<file path="src/rtl/exc_entry_pkg.sv">
package exc_entry_pkg;
  localparam int CODE_W = 6;

  // status bit positions
  localparam int ST_EXL    = 1;
  localparam int ST_ERL    = 2;
  localparam int ST_KSU_LO = 3;
  localparam int ST_UX     = 5;
  localparam int ST_SX     = 6;
  localparam int ST_KX     = 7;
  localparam int ST_NMI    = 19;
  localparam int ST_SR     = 20;
  localparam int ST_BEV    = 22;

  // cause bit positions
  localparam int CA_EXC_LO = 2;
  localparam int CA_IV     = 23;
  localparam int CA_CE_LO  = 28;
  localparam int CA_BD     = 31;

  // debug-control bit positions
  localparam int DB_DSS  = 0;
  localparam int DB_DBP  = 1;
  localparam int DB_DDBL = 2;
  localparam int DB_DDBS = 3;
  localparam int DB_DIB  = 4;
  localparam int DB_DINT = 5;

  // request codes
  localparam logic [CODE_W-1:0] RQ_IRQ   = 6'd0;
  localparam logic [CODE_W-1:0] RQ_TLBL  = 6'd2;
  localparam logic [CODE_W-1:0] RQ_TLBS  = 6'd3;
  localparam logic [CODE_W-1:0] RQ_CPU   = 6'd11;
  localparam logic [CODE_W-1:0] RQ_CACHE = 6'd30;
  localparam logic [CODE_W-1:0] RQ_DSS   = 6'd32;
  localparam logic [CODE_W-1:0] RQ_DINT  = 6'd33;
  localparam logic [CODE_W-1:0] RQ_DIB   = 6'd34;
  localparam logic [CODE_W-1:0] RQ_DBP   = 6'd35;
  localparam logic [CODE_W-1:0] RQ_DDBS  = 6'd36;
  localparam logic [CODE_W-1:0] RQ_DDBL  = 6'd37;
  localparam logic [CODE_W-1:0] RQ_SRST  = 6'd38;
  localparam logic [CODE_W-1:0] RQ_NMI   = 6'd39;

  // fixed vectors
  localparam logic [31:0] VEC_GEN_BOOT = 32'hBFC0_0200;
  localparam logic [31:0] VEC_ERR      = 32'hBFC0_0000;
  localparam logic [31:0] VEC_DBG      = 32'hBFC0_0480;

  typedef enum logic [1:0] {EK_GEN, EK_ERR, EK_DBG, EK_BAD} entry_kind_e;

  // legal general exception codes
  function automatic logic gen_code_ok(input logic [4:0] c);
    case (c)
      5'd0, 5'd1, 5'd2, 5'd3, 5'd4, 5'd5, 5'd6, 5'd7, 5'd8, 5'd9,
      5'd10, 5'd11, 5'd12, 5'd13, 5'd15, 5'd18,
      5'd22, 5'd23, 5'd24, 5'd25, 5'd30: gen_code_ok = 1'b1;
      default:                          gen_code_ok = 1'b0;
    endcase
  endfunction

  // vector offset for a general exception
  function automatic logic [31:0] gen_offset(
    input logic [4:0] c, input logic refill, input logic exl,
    input logic bev, input logic iv, input logic ext_refill);
    gen_offset = 32'h0000_0180;
    if (c == RQ_IRQ[4:0] && iv)
      gen_offset = 32'h0000_0200;
    else if ((c == RQ_TLBL[4:0] || c == RQ_TLBS[4:0]) && refill && !exl)
      gen_offset = ext_refill ? 32'h0000_0080 : 32'h0000_0000;
    else if (c == RQ_CACHE[4:0])
      gen_offset = bev ? 32'h0000_0100 : 32'h2000_0100;
  endfunction

  // extended refill selection by address region
  function automatic logic ext_refill_sel(
    input logic wide, input logic [1:0] region,
    input logic ux, input logic sx, input logic kx);
    case (region)
      2'd0:    ext_refill_sel = wide & ux;
      2'd1:    ext_refill_sel = wide & sx;
      2'd3:    ext_refill_sel = wide & kx;
      default: ext_refill_sel = 1'b0;
    endcase
  endfunction
endpackage

</file>
<file path="src/rtl/exc_classify.sv">
module exc_classify
  import exc_entry_pkg::*;
(
  input  logic [CODE_W-1:0] req_code,
  input  logic              in_debug,
  output entry_kind_e       kind,
  output logic [4:0]        exc_code,
  output logic [31:0]       dbg_mask,
  output logic              sstep,
  output logic              is_sreset
);
  logic [CODE_W-1:0] eff_code;

  always_comb begin
    eff_code = (req_code == RQ_IRQ && in_debug) ? RQ_DINT : req_code;
    exc_code = eff_code[4:0];
    dbg_mask = '0;
    kind     = EK_BAD;
    if (!eff_code[5]) begin
      kind = gen_code_ok(eff_code[4:0]) ? EK_GEN : EK_BAD;
    end else begin
      case (eff_code)
        RQ_DSS:  begin kind = EK_DBG; dbg_mask[DB_DSS]  = 1'b1; end
        RQ_DINT: begin kind = EK_DBG; dbg_mask[DB_DINT] = 1'b1; end
        RQ_DIB:  begin kind = EK_DBG; dbg_mask[DB_DIB]  = 1'b1; end
        RQ_DBP:  begin kind = EK_DBG; dbg_mask[DB_DBP]  = 1'b1; end
        RQ_DDBS: begin kind = EK_DBG; dbg_mask[DB_DDBS] = 1'b1; end
        RQ_DDBL: begin kind = EK_DBG; dbg_mask[DB_DDBL] = 1'b1; end
        RQ_SRST, RQ_NMI: kind = EK_ERR;
        default: kind = EK_BAD;
      endcase
    end
    sstep     = (eff_code == RQ_DSS);
    is_sreset = (eff_code == RQ_SRST);
  end

  // an interrupt in debug mode must come out as a debug interrupt
  always_comb begin
    if (in_debug && req_code == RQ_IRQ)
      assert_irq_redirect_R10: assert (kind == EK_DBG && dbg_mask[DB_DINT])
        else $error("interrupt in debug mode not redirected");
  end
endmodule

</file>
<file path="src/rtl/exc_vector.sv">
module exc_vector
  import exc_entry_pkg::*;
#(
  parameter int AW = 32
) (
  input  entry_kind_e   kind,
  input  logic [4:0]    exc_code,
  input  logic          refill,
  input  logic [31:0]   status,
  input  logic          iv,
  input  logic          wide_mode,
  input  logic [1:0]    region,
  input  logic [AW-1:0] ebase,
  output logic [AW-1:0] target,
  output logic [31:0]   vec_off
);
  localparam int LOW_BITS = 10;

  logic          bev;
  logic          ext_refill;
  logic [AW-1:0] gen_base;

  assign bev        = status[ST_BEV];
  assign ext_refill = ext_refill_sel(wide_mode, region, status[ST_UX],
                                     status[ST_SX], status[ST_KX]);
  assign vec_off    = gen_offset(exc_code, refill, status[ST_EXL], bev, iv, ext_refill);
  assign gen_base   = bev ? AW'(VEC_GEN_BOOT) : {ebase[AW-1:LOW_BITS], {LOW_BITS{1'b0}}};

  always_comb begin
    case (kind)
      EK_GEN:  target = gen_base + AW'(vec_off);
      EK_ERR:  target = AW'(VEC_ERR);
      EK_DBG:  target = AW'(VEC_DBG);
      default: target = '0;
    endcase
  end

  // with a software base the low bits of the target are the offset's
  always_comb begin
    if (kind == EK_GEN && !bev)
      assert_vec_align_R2: assert (target[LOW_BITS-1:0] == vec_off[LOW_BITS-1:0])
        else $error("general vector not aligned to base");
  end
endmodule

</file>
<file path="src/rtl/exc_entry_ctrl.sv">
module exc_entry_ctrl
  import exc_entry_pkg::*;
#(
  parameter int AW = 32
) (
  input  logic              clk,
  input  logic              rst_n,
  input  logic              req_valid,
  input  logic [CODE_W-1:0] req_code,
  input  logic [AW-1:0]     req_pc,
  input  logic              in_slot,
  input  logic              tlb_refill,
  input  logic [1:0]        cu_num,
  input  logic [1:0]        bad_region,
  input  logic              wide_mode,
  input  logic              dbg_mode_i,
  input  logic [31:0]       status_i,
  input  logic [31:0]       cause_i,
  input  logic [31:0]       debug_i,
  input  logic [AW-1:0]     ebase_i,
  output logic              wb_valid,
  output logic              wb_err,
  output logic [AW-1:0]     pc_o,
  output logic              epc_we,
  output logic [AW-1:0]     epc_o,
  output logic              errepc_we,
  output logic [AW-1:0]     errepc_o,
  output logic              depc_we,
  output logic [AW-1:0]     depc_o,
  output logic [31:0]       status_o,
  output logic [31:0]       cause_o,
  output logic [31:0]       debug_o,
  output logic              dbg_mode_o,
  output logic              slot_clr
);
  localparam logic [AW-1:0] INSN_BYTES = AW'(4);

  entry_kind_e   kind;
  logic [4:0]    exc_code;
  logic [31:0]   dbg_mask;
  logic          sstep;
  logic          is_sreset;
  logic [AW-1:0] target;
  logic [31:0]   vec_off;
  logic          exl;
  logic [AW-1:0] ret_addr;

  exc_classify u_classify (
    .req_code  (req_code),
    .in_debug  (dbg_mode_i),
    .kind      (kind),
    .exc_code  (exc_code),
    .dbg_mask  (dbg_mask),
    .sstep     (sstep),
    .is_sreset (is_sreset)
  );

  exc_vector #(.AW(AW)) u_vector (
    .kind      (kind),
    .exc_code  (exc_code),
    .refill    (tlb_refill),
    .status    (status_i),
    .iv        (cause_i[CA_IV]),
    .wide_mode (wide_mode),
    .region    (bad_region),
    .ebase     (ebase_i),
    .target    (target),
    .vec_off   (vec_off)
  );

  assign exl      = status_i[ST_EXL];
  assign ret_addr = (in_slot && !sstep) ? req_pc - INSN_BYTES : req_pc;

  // next-state of the write-back word
  logic        n_valid, n_err, n_epc_we, n_errepc_we, n_depc_we, n_dm;
  logic [31:0] n_status, n_cause, n_debug;

  always_comb begin
    n_valid     = 1'b0;
    n_err       = 1'b0;
    n_epc_we    = 1'b0;
    n_errepc_we = 1'b0;
    n_depc_we   = 1'b0;
    n_dm        = dbg_mode_i;
    n_status    = status_i;
    n_cause     = cause_i;
    n_debug     = debug_i;
    if (req_valid) begin
      case (kind)
        EK_GEN: begin
          n_valid = 1'b1;
          if (!exl) begin
            n_epc_we                     = 1'b1;
            n_cause[CA_BD]               = in_slot;
            n_status[ST_EXL]             = 1'b1;
            n_status[ST_KSU_LO+1:ST_KSU_LO] = 2'b00;
          end
          n_cause[CA_EXC_LO+4:CA_EXC_LO] = exc_code;
          if (exc_code == RQ_CPU[4:0])
            n_cause[CA_CE_LO+1:CA_CE_LO] = cu_num;
        end
        EK_ERR: begin
          n_valid     = 1'b1;
          n_errepc_we = 1'b1;
          if (is_sreset) n_status[ST_SR]  = 1'b1;
          else           n_status[ST_NMI] = 1'b1;
          n_status[ST_ERL] = 1'b1;
          n_status[ST_BEV] = 1'b1;
          n_status[ST_KSU_LO+1:ST_KSU_LO] = 2'b00;
          if (!exl) n_cause[CA_BD] = 1'b0;
        end
        EK_DBG: begin
          n_valid   = 1'b1;
          n_depc_we = 1'b1;
          n_dm      = 1'b1;
          n_debug   = debug_i | dbg_mask;
          n_status[ST_KSU_LO+1:ST_KSU_LO] = 2'b00;
          if (!exl) n_cause[CA_BD] = 1'b0;
        end
        default: n_err = 1'b1;
      endcase
    end
  end

  always_ff @(posedge clk) begin
    if (!rst_n) begin
      wb_valid   <= 1'b0;
      wb_err     <= 1'b0;
      pc_o       <= '0;
      epc_we     <= 1'b0;
      epc_o      <= '0;
      errepc_we  <= 1'b0;
      errepc_o   <= '0;
      depc_we    <= 1'b0;
      depc_o     <= '0;
      status_o   <= '0;
      cause_o    <= '0;
      debug_o    <= '0;
      dbg_mode_o <= 1'b0;
      slot_clr   <= 1'b0;
    end else begin
      wb_valid  <= n_valid;
      wb_err    <= n_err;
      epc_we    <= n_epc_we;
      errepc_we <= n_errepc_we;
      depc_we   <= n_depc_we;
      slot_clr  <= n_valid;
      if (req_valid) begin
        pc_o       <= target;
        epc_o      <= ret_addr;
        errepc_o   <= ret_addr;
        depc_o     <= ret_addr;
        status_o   <= n_status;
        cause_o    <= n_cause;
        debug_o    <= n_debug;
        dbg_mode_o <= n_dm;
      end
    end
  end

  // never more than one return register written
  assert_single_save_R13: assert property (@(posedge clk) disable iff (!rst_n)
    $onehot0({epc_we, errepc_we, depc_we}));

  // a request yields exactly one result cycle, nothing without one
  assert_latency_R13: assert property (@(posedge clk) disable iff (!rst_n)
    $past(rst_n) && $past(req_valid) |-> (wb_valid ^ wb_err));
  assert_idle_quiet_R13: assert property (@(posedge clk) disable iff (!rst_n)
    !$past(req_valid) |-> !wb_valid && !wb_err);

  // an illegal code writes nothing and passes registers through
  assert_err_quiet_R12: assert property (@(posedge clk) disable iff (!rst_n)
    $past(rst_n) && wb_err |-> !epc_we && !errepc_we && !depc_we &&
      status_o == $past(status_i) && cause_o == $past(cause_i));

  // exception level set blocks the general return register
  assert_exl_gate_R6: assert property (@(posedge clk) disable iff (!rst_n)
    $past(rst_n) && $past(req_valid && kind == EK_GEN && exl) |-> wb_valid && !epc_we);

  // error entries land on the boot vector with ERL and BEV set
  assert_err_vec_R8: assert property (@(posedge clk) disable iff (!rst_n)
    errepc_we |-> pc_o == AW'(VEC_ERR) && status_o[ST_ERL] && status_o[ST_BEV]);

  // debug entries land on the debug vector in debug mode
  assert_dbg_vec_R9: assert property (@(posedge clk) disable iff (!rst_n)
    depc_we |-> pc_o == AW'(VEC_DBG) && dbg_mode_o);
endmodule

</file>
<file path="config.mk">
export PLATFORM = sky130hd
export DESIGN_NAME = exc_entry_ctrl
export DESIGN_NICKNAME = d
export VERILOG_FILES = /design/src/rtl/exc_entry_pkg.sv /design/src/rtl/exc_classify.sv /design/src/rtl/exc_vector.sv /design/src/rtl/exc_entry_ctrl.sv
export SDC_FILE = /design/constraint.sdc
export NUM_CORES = 1
export LEC_CHECK = 0
export BUFFER_PORTS_ARGS = -buffer_cell sky130_fd_sc_hd__buf_2
export CAP_MARGIN = 20
export CORE_AREA = 2 2 157 159
export DETAILED_ROUTE_END_ITERATION = 10
export DIE_AREA = 0 0 159 161
export GPL_TIMING_DRIVEN = 0
export SETUP_SLACK_MARGIN = 0.3
export SLEW_MARGIN = 15
export SYNTH_ARGS = -nofsm -noshare
export SYNTH_HDL_FRONTEND = slang
export SYNTH_SLANG_ARGS = --single-unit
</file>
<file path="constraint.sdc">
create_clock -name clk -period 3.85 [get_ports clk]
set_input_delay 0.1925 -clock clk [delete_from_list [all_inputs] [get_ports clk]]
set_output_delay 0.1925 -clock clk [all_outputs]
set_load 0.05 [all_outputs]
</file>
Word level (Yosys, flattened, before mapping):

Memories as Yosys holds them, arrays and structs flattened.
Index checks and enable logic that the tools add are counted.

* latch bits: 0
* register bits: 166
* memories kept: 1
* bits in read-only memories: 32
* input bits: 177
* logic and storage cells: 94
* memory bits (writable): 0
* output and inout port bits: 231

Memories
* (name not given): depth 32, bits a word 1, read ports 1, clocked after Yosys merged registers in 0, write ports 0, line exc_entry_pkg.sv:53 `case (c)`

* multipliers: 0
* muxes and demuxes: 42
* $add $sub $neg: 2
* shift-type cells: 0
* div/mod/pow operators: 0
* bitwise gates (word level): 4
* magnitude comparators: 0
* reduce and logical (&&, ||, !) cells: 18
* equal/unequal tests: 16

Operator list (number)
* 32-bit 2-to-1 mux: 6
* 32-bit one-hot mux with 3 select lines: 1
* 6-bit equality test (second input constant): 8
* 32-bit adder: 1
* 32-bit by 6-bit OR with 32-bit output: 1
* 32-bit by 3-bit subtractor with 32-bit output (second input constant): 1
* 30-bit 2-to-1 mux: 1
* 1-bit 2-to-1 mux: 20
* 2-bit 2-to-1 mux: 6
* 6-bit 2-to-1 mux: 2
* 5-bit by 2-bit equality test with 1-bit output (second input constant): 2
* 8-bit 2-to-1 mux: 1
* 2-bit one-hot mux with 2 select lines: 2
* 6-bit logical NOT: 1
* 6-bit OR reduction: 1
* 5-bit by 4-bit equality test with 1-bit output (second input constant): 1
* 5-bit equality test (second input constant): 1
* 1-bit logical AND: 5
* 5-bit logical NOT: 1
* 5-bit 2-to-1 mux: 1
* 2-bit by 1-bit equality test with 1-bit output (second input constant): 2
* 2-bit equality test (second input constant): 2
* 2-bit logical NOT: 2
* 2-bit OR reduction: 2
* 8 further kinds: 11

Logic depth before layout (Yosys ltp):

Gate-level depths: netlist (run 1).

* depth in word-level cells: 11
* depth in mapped cells: 13
* gate-level depth less buffers: 10

Modules after synthesis:

Synthesis (run 1) repeated with hierarchy kept, for this count alone.

* cells, all modules: 1006
* area total of the unflattened synthesis: 8642.0 µm²

By module, submodules not included
* exc_entry_ctrl: times used 1, area each 7096.8 µm², seq. area each 3323.2 µm², cells each 777
* exc_vector: times used 1, area each 1123.6 µm², seq. area each 0.0 µm², cells each 163
* exc_classify: times used 1, area each 421.7 µm², seq. area each 0.0 µm², cells each 66

Least setup slack after synthesis (run 1):

Ideal clock, no wire load.

* path type: in2reg
* from: input req_code[2]
* to: register pc_o[31]
* library setup time: 0.095 ns
* arrival time: 2.661 ns
* stages on the path: 13
* slack: 1.093 ns
* data required time: 3.755 ns
* path buffers: 3
* path through: buf_2 > or3b_1 > o2111ai_1 > nand3_2 > buf_2 > and2_1 > ha_1 > nor2b_1 > and2_1 > clkbuf_1 > a21oi_1 > nor2b_1 > a221oi_1

* cells in the longest elaborated chain, start to end: 11
* elaborated cells on any way between the ends: 34
* classes of those cells: add/sub (1); eq/ne (13); mux (9); reduce/logical (10); memory (1)

Ends and longest elaborated chain
* start: declaration: line exc_entry_ctrl.sv:9 `input logic [CODE_W-1:0] req_code,`
* 6-bit logical NOT
* 1-bit logical AND: line exc_classify.sv:15 `eff_code = (req_code == RQ_IRQ && in_debug) ? RQ_DINT : req_code;`
* 6-bit 2-to-1 mux *: line exc_classify.sv:15
* 5-bit by 2-bit equality test with 1-bit output: line exc_entry_pkg.sv:68 `else if ((c == RQ_TLBL[4:0] || c == RQ_TLBS[4:0]) && refill && !exl)`
* 1-bit logical OR: line exc_entry_pkg.sv:68
* 1-bit logical AND (2 in series): line exc_entry_pkg.sv:68
* 32-bit 2-to-1 mux: line exc_entry_pkg.sv:68
* 32-bit 2-to-1 mux: line exc_entry_pkg.sv:66 `if (c == RQ_IRQ[4:0] && iv)`
* 32-bit adder: line exc_vector.sv:31 `EK_GEN: target = gen_base + AW'(vec_off);`
* 32-bit one-hot mux with 3 select lines *: line exc_vector.sv:30 `case (kind)`
* end signal: assignment: line exc_entry_ctrl.sv:149 `pc_o <= target;`
* end: declaration: line exc_entry_ctrl.sv:23 `output logic [AW-1:0] pc_o,`

Every way passes the cells marked *; elsewhere a longest branch is shown, timed or not. The select of a mux whose other input is x is not followed.
A chain may end at the register's enable or synchronous reset.

Worst setup path after layout (run 1):

* from: input req_code[1]
* to: register pc_o[31]

The elaborated chain is that of the path after synthesis.

==> flow_summary_export.csv, run 1 <==
group,metric,value,unit
routing,drt_wl_total,28100,um
clock_tree,clockRootBuffer,"clkbuf_16",
synthesis,ys_seq_area_share,42.81,%
pwr,p_sw_share,37.57,%
critical_path,start_kind,"input pin",
floorplanning,fp.dieArea,0.02560,mm^2
sta,min_period_over_period,81.92,%
routing,num_vias,7668,
critical_path,path_class,"input pin to register",
floorplanning,die_w,159,um
place,dp_hpwl,21370,um
sta,drv_slew,0,
floorplanning,placementRows,57,
worst_hold_path,min-delay-start,"debug_i[9]",
critical_path,worstPathBufferInverterCount,3,
clock_tree,clkLatencyLatePin,0.44,ns
place,dpl_worst_slack,-0.03313,ns
routing,ant_nets,0,
place,port_buffers,387,
sta,rsz0062_at_grt,"no",
place,routabilityCongestion,0.8070,
layout,seqCellArea,0.003183,mm^2
floorplanning,die_height,161,um
synthesis,ys.flop_type,"dfxtp_1",
critical_path,path_depth,13,
synthesis,yosys_warnings,0,
pwr,power.density_cell_area,438.3,mW/mm^2
floorplanning,initial_core_util,31.03,%
layout,fill_cells,2364,
clock_tree,cts_tree,"yes",
critical_path,rr_worst_depth,3,
global_routing,antenna_found_initial,5,
pwr,ir_drop,0.0002484,V
sta,clock_skew,0,ns
routing,wire_per_inst,17.08,um
layout,nets,1489,
routing,via_per_inst,4.661,
critical_path,path_cells,"buf_2 > clkbuf_1 > or3b_2 > o21ai_0 > nand3_1 > and2_1 > ha_1 > nor2b_1 > and2_1 > clkbuf_1 > a21oi_1 > nor2b_1 > a221oi_1",
floorplanning,coreArea,0.02396,mm^2
pwr,combPwrFrac,26.1,%
global_routing,grt_pass1_vias,7434,
critical_path,startpoint,"req_code[1]",
critical_path,cp_top_family,"simple AND/OR/NAND/NOR gates",
synthesis,ys_types,64,
synthesis,postSynthCellCount,827,
sta,max_freq,317.1,MHz
layout,multi_input_area,0.003495,mm^2
critical_path,rr_startpoint,"pc_o[31]$_SDFFE_PN0P_",
synthesis,ys_async_sr_fraction,0,%
clock_tree,h-tree-depth,4,
critical_path,critPathRequiredTime,4.18,ns
synthesis,synth_area_per_cell,8.991,um^2
routing,drc,0,
critical_path,critPathMaxFanout,10,
pwr,p_int,0.003037,W
sta,fin_crit,3.154,ns
flow_run,cap_violations,0,
clock_tree,cts_setup_buffers,0,
routing,dr.pass1.iters,5,
sta,hold_viol,0,
place,place_inst,1544,
routing,first_iter_violations,289,
critical_path,cp-end-kind,"register",
global_routing,grt_max_degree,21,
run_status,status,"finished, final reports clean",
sta,relSlewSlack,48.52,%
pwr,switching_power,0.001827,W
critical_path,worst_path_max_delay_cell,"or3b_2",
clock_tree,cts.sinks,159,
layout,fin_cells,1645,
clock_tree,numCtsBuffers,17,
sta,finalSetupViolCount,0,
global_routing,overflow,0,
synthesis,synth_seq_cells,159,
floorplanning,io_pins,408,
critical_path,slowest_delay,0.53,ns
clock_tree,clkTransAtPathRegs,0.08,ns
global_routing,grt_pass1_wl,41900,um
worst_hold_path,hold_path.class,"input pin to register",
pwr,seqPwrFrac,37.2,%
layout,drive_above_1_share,39.00,%
layout,area_growth,49.25,%
critical_path,arrival,3.48,ns
pwr,p_leak,5.511,nW
global_routing,track_usage,21.02,%
sta,layout_setup_ws,0.6961,ns
synthesis,netlist_area,0.007436,mm^2
critical_path,r2r-end,"pc_o[31]$_SDFFE_PN0P_",
critical_path,reg2reg_slack,2.94,ns
pwr,pwr-share-clk,36.6,%
sta,tightest_slew,0.7722,ns
sta,setup-tns-final,0,ns
synthesis,synth_edf_count,0,
clock_tree,clk_path_buf_depth,2,
critical_path,cp-endpoint,"pc_o[31]$_SDFFE_PN0P_",
## synth_stat cells (5+ instances only)
library cell	n	share of area, %
nand4_1	7	0.59
nand2_1	27	1.4
a22o_1	7	0.82
dfxtp_1	159	43
buf_2	6	0.40
xnor2_1	34	4.0
and4_1	6	0.71
o21ai_0	59	4.0
buf_4	72	7.3
or4_1	6	0.61
nor2b_1	8	0.67
nand3_1	9	0.61
ha_1	7	1.2
a31oi_1	9	0.76
and3_1	6	0.50
a21oi_1	57	3.8
mux2i_1	86	12
inv_1	11	0.56
clkbuf_1	42	2.1
xor2_1	7	0.82
nor4_1	11	0.93
nor3_1	17	1.1
nor2_1	105	5.3
or3_1	5	0.42
## state kept, by name, indices dropped and copies added, names as in the netlist
| name | count |
|---|---|
| cause_o | 32 |
| debug_o | 32 |
| depc_o | 32 |
| status_o | 32 |
| pc_o | 25 |
| dbg_mode_o | 1 |
| depc_we | 1 |
| epc_we | 1 |
| errepc_we | 1 |
| slot_clr | 1 |
| wb_err | 1 |
## cells by family after synthesis
family	count (synthesis)	synth area share (%)
compound gates	164	12.94
flops	159	42.81
xor+xnor	41	4.829
simple gates	234	16.05
buf+inv	135	10.57
fa+ha+maj	7	1.178
other cells	1	0.05043
mux	86	11.58
## tightest hold or removal path: stages
cell     delay, ns
buf_2         0.08
mux2i_1       0.06
nor2_1        0.07
## worst min-delay path by stage
stage	endpoint	cells after the start	slack (ns)
finish	debug_o[9]$_SDFFE_PN0P_	3	0.01
global route	debug_o[11]$_SDFFE_PN0P_	3	0.01
CTS	debug_o[6]$_SDFFE_PN0P_	3	0.0001
detailed placement	status_o[4]$_SDFFE_PN0P_	2	0.41
global placement	status_o[3]$_SDFFE_PN0P_	2	0.41
floorplan	epc_we$_SDFF_PN0_	1	0.27
## cell type report
class                      count  share of cell area, %
multi-input combinational    539                  31.49
tap                          324                  3.653
buffer                       122                  6.640
clock buffer                  17                  3.833
inverter                      13                 0.4397
sequential                   159                  28.68
antenna                        3                0.06764
clock inverter                15                  1.838
timing repair buffer         453                  23.36
## power by group through the flow
stage | clock [W] | combinational [W] | sequential (W)
global route | 0.00189 | 0.00134 | 0.00182
CTS | 0.00182 | 0.00127 | 0.00181
finish | 0.00178 | 0.00127 | 0.00181
global placement | 0 | 0.00121 | 0.00185
floorplan | 0 | 0.000517 | 0.00219
detailed placement | 0 | 0.00122 | 0.00185
## cells in the final DEF, fill, tap and decap left out, types with 8 or more instances in the layout
cell type | synthesis | final
mux2i_1 | 86 | 86
a21oi_1 | 57 | 57
nor3_1 | 17 | 16
dfxtp_1 | 159 | 159
nor2_1 | 105 | 105
buf_4 | 72 | 72
a31oi_1 | 9 | 9
buf_2 | 6 | 393
o21ai_0 | 59 | 59
dlygate4sd3_1 | 0 | 65
nor2b_1 | 8 | 8
nand3_1 | 9 | 9
xnor2_1 | 34 | 34
nand2_1 | 27 | 27
inv_1 | 11 | 11
clkbuf_1 | 42 | 42
nor4_1 | 11 | 11
clkbuf_16 | 0 | 17
## timing repair
action,4_1_cts,5_1_grt
endpoints found under the setup margin,0,8
hold endpoints to repair,65,0
hold buffers,65,0
gates resized for setup,0,1
## routing by layer
layer / GRT usage [%] / up-vias / share of wire, %
met5: 0 / - / 0.096
met3: 5.598 / 33 / 6.8
met2: 38.77 / 303 / 50
li1: - / 3779 / -
met1: 23.87 / 3549 / 41
met4: 5.909 / 4 / 1.7
## through the flow
step | total power (W) | instance area (um^2) | util (%) | hold slack, ns
floorplan | 0.002709 | 7458 | - | 0.2718
global placement | 0.003056 | 9801 | 40.90 | 0.4091
detailed placement | 0.003068 | 9801 | 40.90 | 0.4072
CTS | 0.004904 | 11080 | 46.24 | 0.0001047
global route | 0.005055 | 11100 | 46.30 | 0.009573
finish | 0.004865 | 11100 | 46.31 | 0.01084
No activity file was read; power rests on OpenSTA's default activity.
==> run 2: changes to the inputs <==
Settings changed: CORE_AREA 2 2 157 159 to 2 2 160 162, DIE_AREA 0 0 159 161 to 0 0 162 164.
Clock period 3.85 ns to 2.8 ns, I/O delays scaled along.
==> flow_summary_export.csv, run 2 (synthesis gave the netlist of run 1 again) <==
group,metric,value,unit
run_status,status,"finished, final reports clean",
routing,first_iter_violations,343,
global_routing,grt_pass1_vias,7624,
routing,via_per_inst,4.635,
routing,drt-met1-wl,11990,um
layout,utilization,46.19,%
critical_path,cp-end-kind,"register",
flow_run,cap_violations,0,
global_routing,overflow,0,
critical_path,start_kind,"input pin",
global_routing,track_usage,20.75,%
sta,setup-tns-final,0,ns
critical_path,critPathRequiredTime,3.13,ns
clock_tree,clockRootBuffer,"clkbuf_16",
global_routing,grt_pass1_wl,42570,um
clock_tree,h-tree-depth,4,
routing,met3_length,2109,um
routing,wire_per_inst,17.14,um
routing,wl_met2,14220,um
routing,drc,0,
sta,clock_skew,0,ns
layout,final_cell_mix,"buf_2 (392), dfxtp_1 (159), nor2_1 (105)",
sta,hold_viol,0,
floorplanning,placementRows,58,
layout,nets,1517,
floorplanning,coreArea,0.02482,mm^2
layout,drive_above_1_share,39.23,%
sta,drv_slew,0,
sta,min_period_over_period,85.12,%
routing,drt_wl_total,28820,um
sta,fin_crit,2.383,ns
routing,ant_nets,0,
routing,dr.pass1.iters,4,
place,dp_hpwl,21540,um
sta,tightest_slew,0.8178,ns
sta,layout_setup_ws,0.4167,ns
clock_tree,cts_tree,"yes",
layout,fill_cells,2483,
routing,maxUsedRoutingLayer,"met5",
pwr,power.density_cell_area,584.6,mW/mm^2
global_routing,grt_max_degree,20,
critical_path,arrival,2.71,ns
clock_tree,clk_path_buf_depth,2,
pwr,p_leak,5.663,nW
place,port_buffers,387,
pwr,ir_drop,0.0004195,V
clock_tree,clkTransAtPathRegs,0.07,ns
floorplanning,initial_core_util,29.96,%
clock_tree,clkLatencyLatePin,0.43,ns
global_routing,antenna_found_initial,7,
place,routabilityCongestion,0.8130,
floorplanning,io_pins,408,
clock_tree,numCtsBuffers,17,
sta,relSlewSlack,45.48,%
sta,max_freq,419.6,MHz
floorplanning,fp.dieArea,0.02657,mm^2
sta,finalSetupViolCount,0,
layout,area_growth,54.18,%
worst_hold_path,hold_path.class,"input pin to register",
layout,final_common_cell,"buf_2",
routing,num_vias,7792,
floorplanning,die_w,162,um
sta,rsz0062_at_grt,"no",
critical_path,critPathMaxFanout,10,
place,dpl_worst_slack,-0.4637,ns
clock_tree,cts.sinks,159,
floorplanning,die_height,164,um
critical_path,path_class,"input pin to register",
## run 2: power breakdown
part           internal [W]  leakage [nW]  total (W)  switching (W)
combinational      0.000577          4.05    0.00180        0.00123
clock               0.00122         0.298    0.00241        0.00118
sequential          0.00240          1.31    0.00249      0.0000926
total               0.00420          5.66    0.00670        0.00250
## run 2: final cells by class
class / instances / area, um^2 / share of cell area [%]
clock inverters: 15 / 183.9 / 1.604
well taps: 330 / 412.9 / 3.601
plain buffers: 122 / 753.2 / 6.570
clock buffers: 17 / 425.4 / 3.711
multi-input cells: 539 / 3572 / 31.16
flip-flops and latches: 159 / 3183 / 27.76
inverters: 13 / 48.80 / 0.4256
repair buffers: 481 / 2873 / 25.06
diodes: 5 / 12.51 / 0.1091
## run 2: metal layers
layer / up-vias / track usage (%)
li1: 3839 / -
met5: - / 0
met4: 4 / 5.792
met1: 3618 / 24.19
met3: 29 / 5.985
met2: 302 / 37.10
## run 2: timing repair
action                                 in CTS  in global routing
pin swaps                                   2                  2
gates cloned                                0                  0
hold buffers                               91                  0
setup endpoints to repair                  21                 17
gates resized for setup                     8                 14
setup buffers                               1                  2
endpoints found under the hold margin      91                  0
## run 2: worst paths after layout
| check | to | cells after the start | from | slack (ns) |
|---|---|---|---|---|
| max | pc_o[31]$_SDFFE_PN0P_ | 13 | req_code[1] | 0.42 |
| min | debug_o[5]$_SDFFE_PN0P_ | 3 | debug_i[5] | 0.02 |
| max reg2reg | pc_o[31]$_SDFFE_PN0P_ | 3 | pc_o[31]$_SDFFE_PN0P_ | 1.91 |
| min reg2reg | pc_o[17]$_SDFFE_PN0P_ | 2 | pc_o[17]$_SDFFE_PN0P_ | 0.44 |
## run 2: metrics by stage
stage	total power (W)	instance area, um^2	std cells	hold WS (ns)
after floorplan	0.003730	7486	833	0.2193
after detailed placement	0.004227	9836	1550	0.3602
after global routing	0.006977	11460	1680	0.01626
after CTS	0.006755	11400	1674	0.0001585
after global placement	0.004212	9836	1550	0.3620
final	0.006703	11460	1681	0.01638
## run 2: worst max-delay path: stages
cell	delay, ns
buf_2	0.15
buf_2	0.20
or3b_2	0.48
o21ai_2	0.15
nand3_1	0.15
and2_4	0.21
ha_1	0.23
nor2b_2	0.18
and2_1	0.14
clkbuf_4	0.21
a21oi_1	0.07
nor2b_1	0.14
a221oi_1	0.25
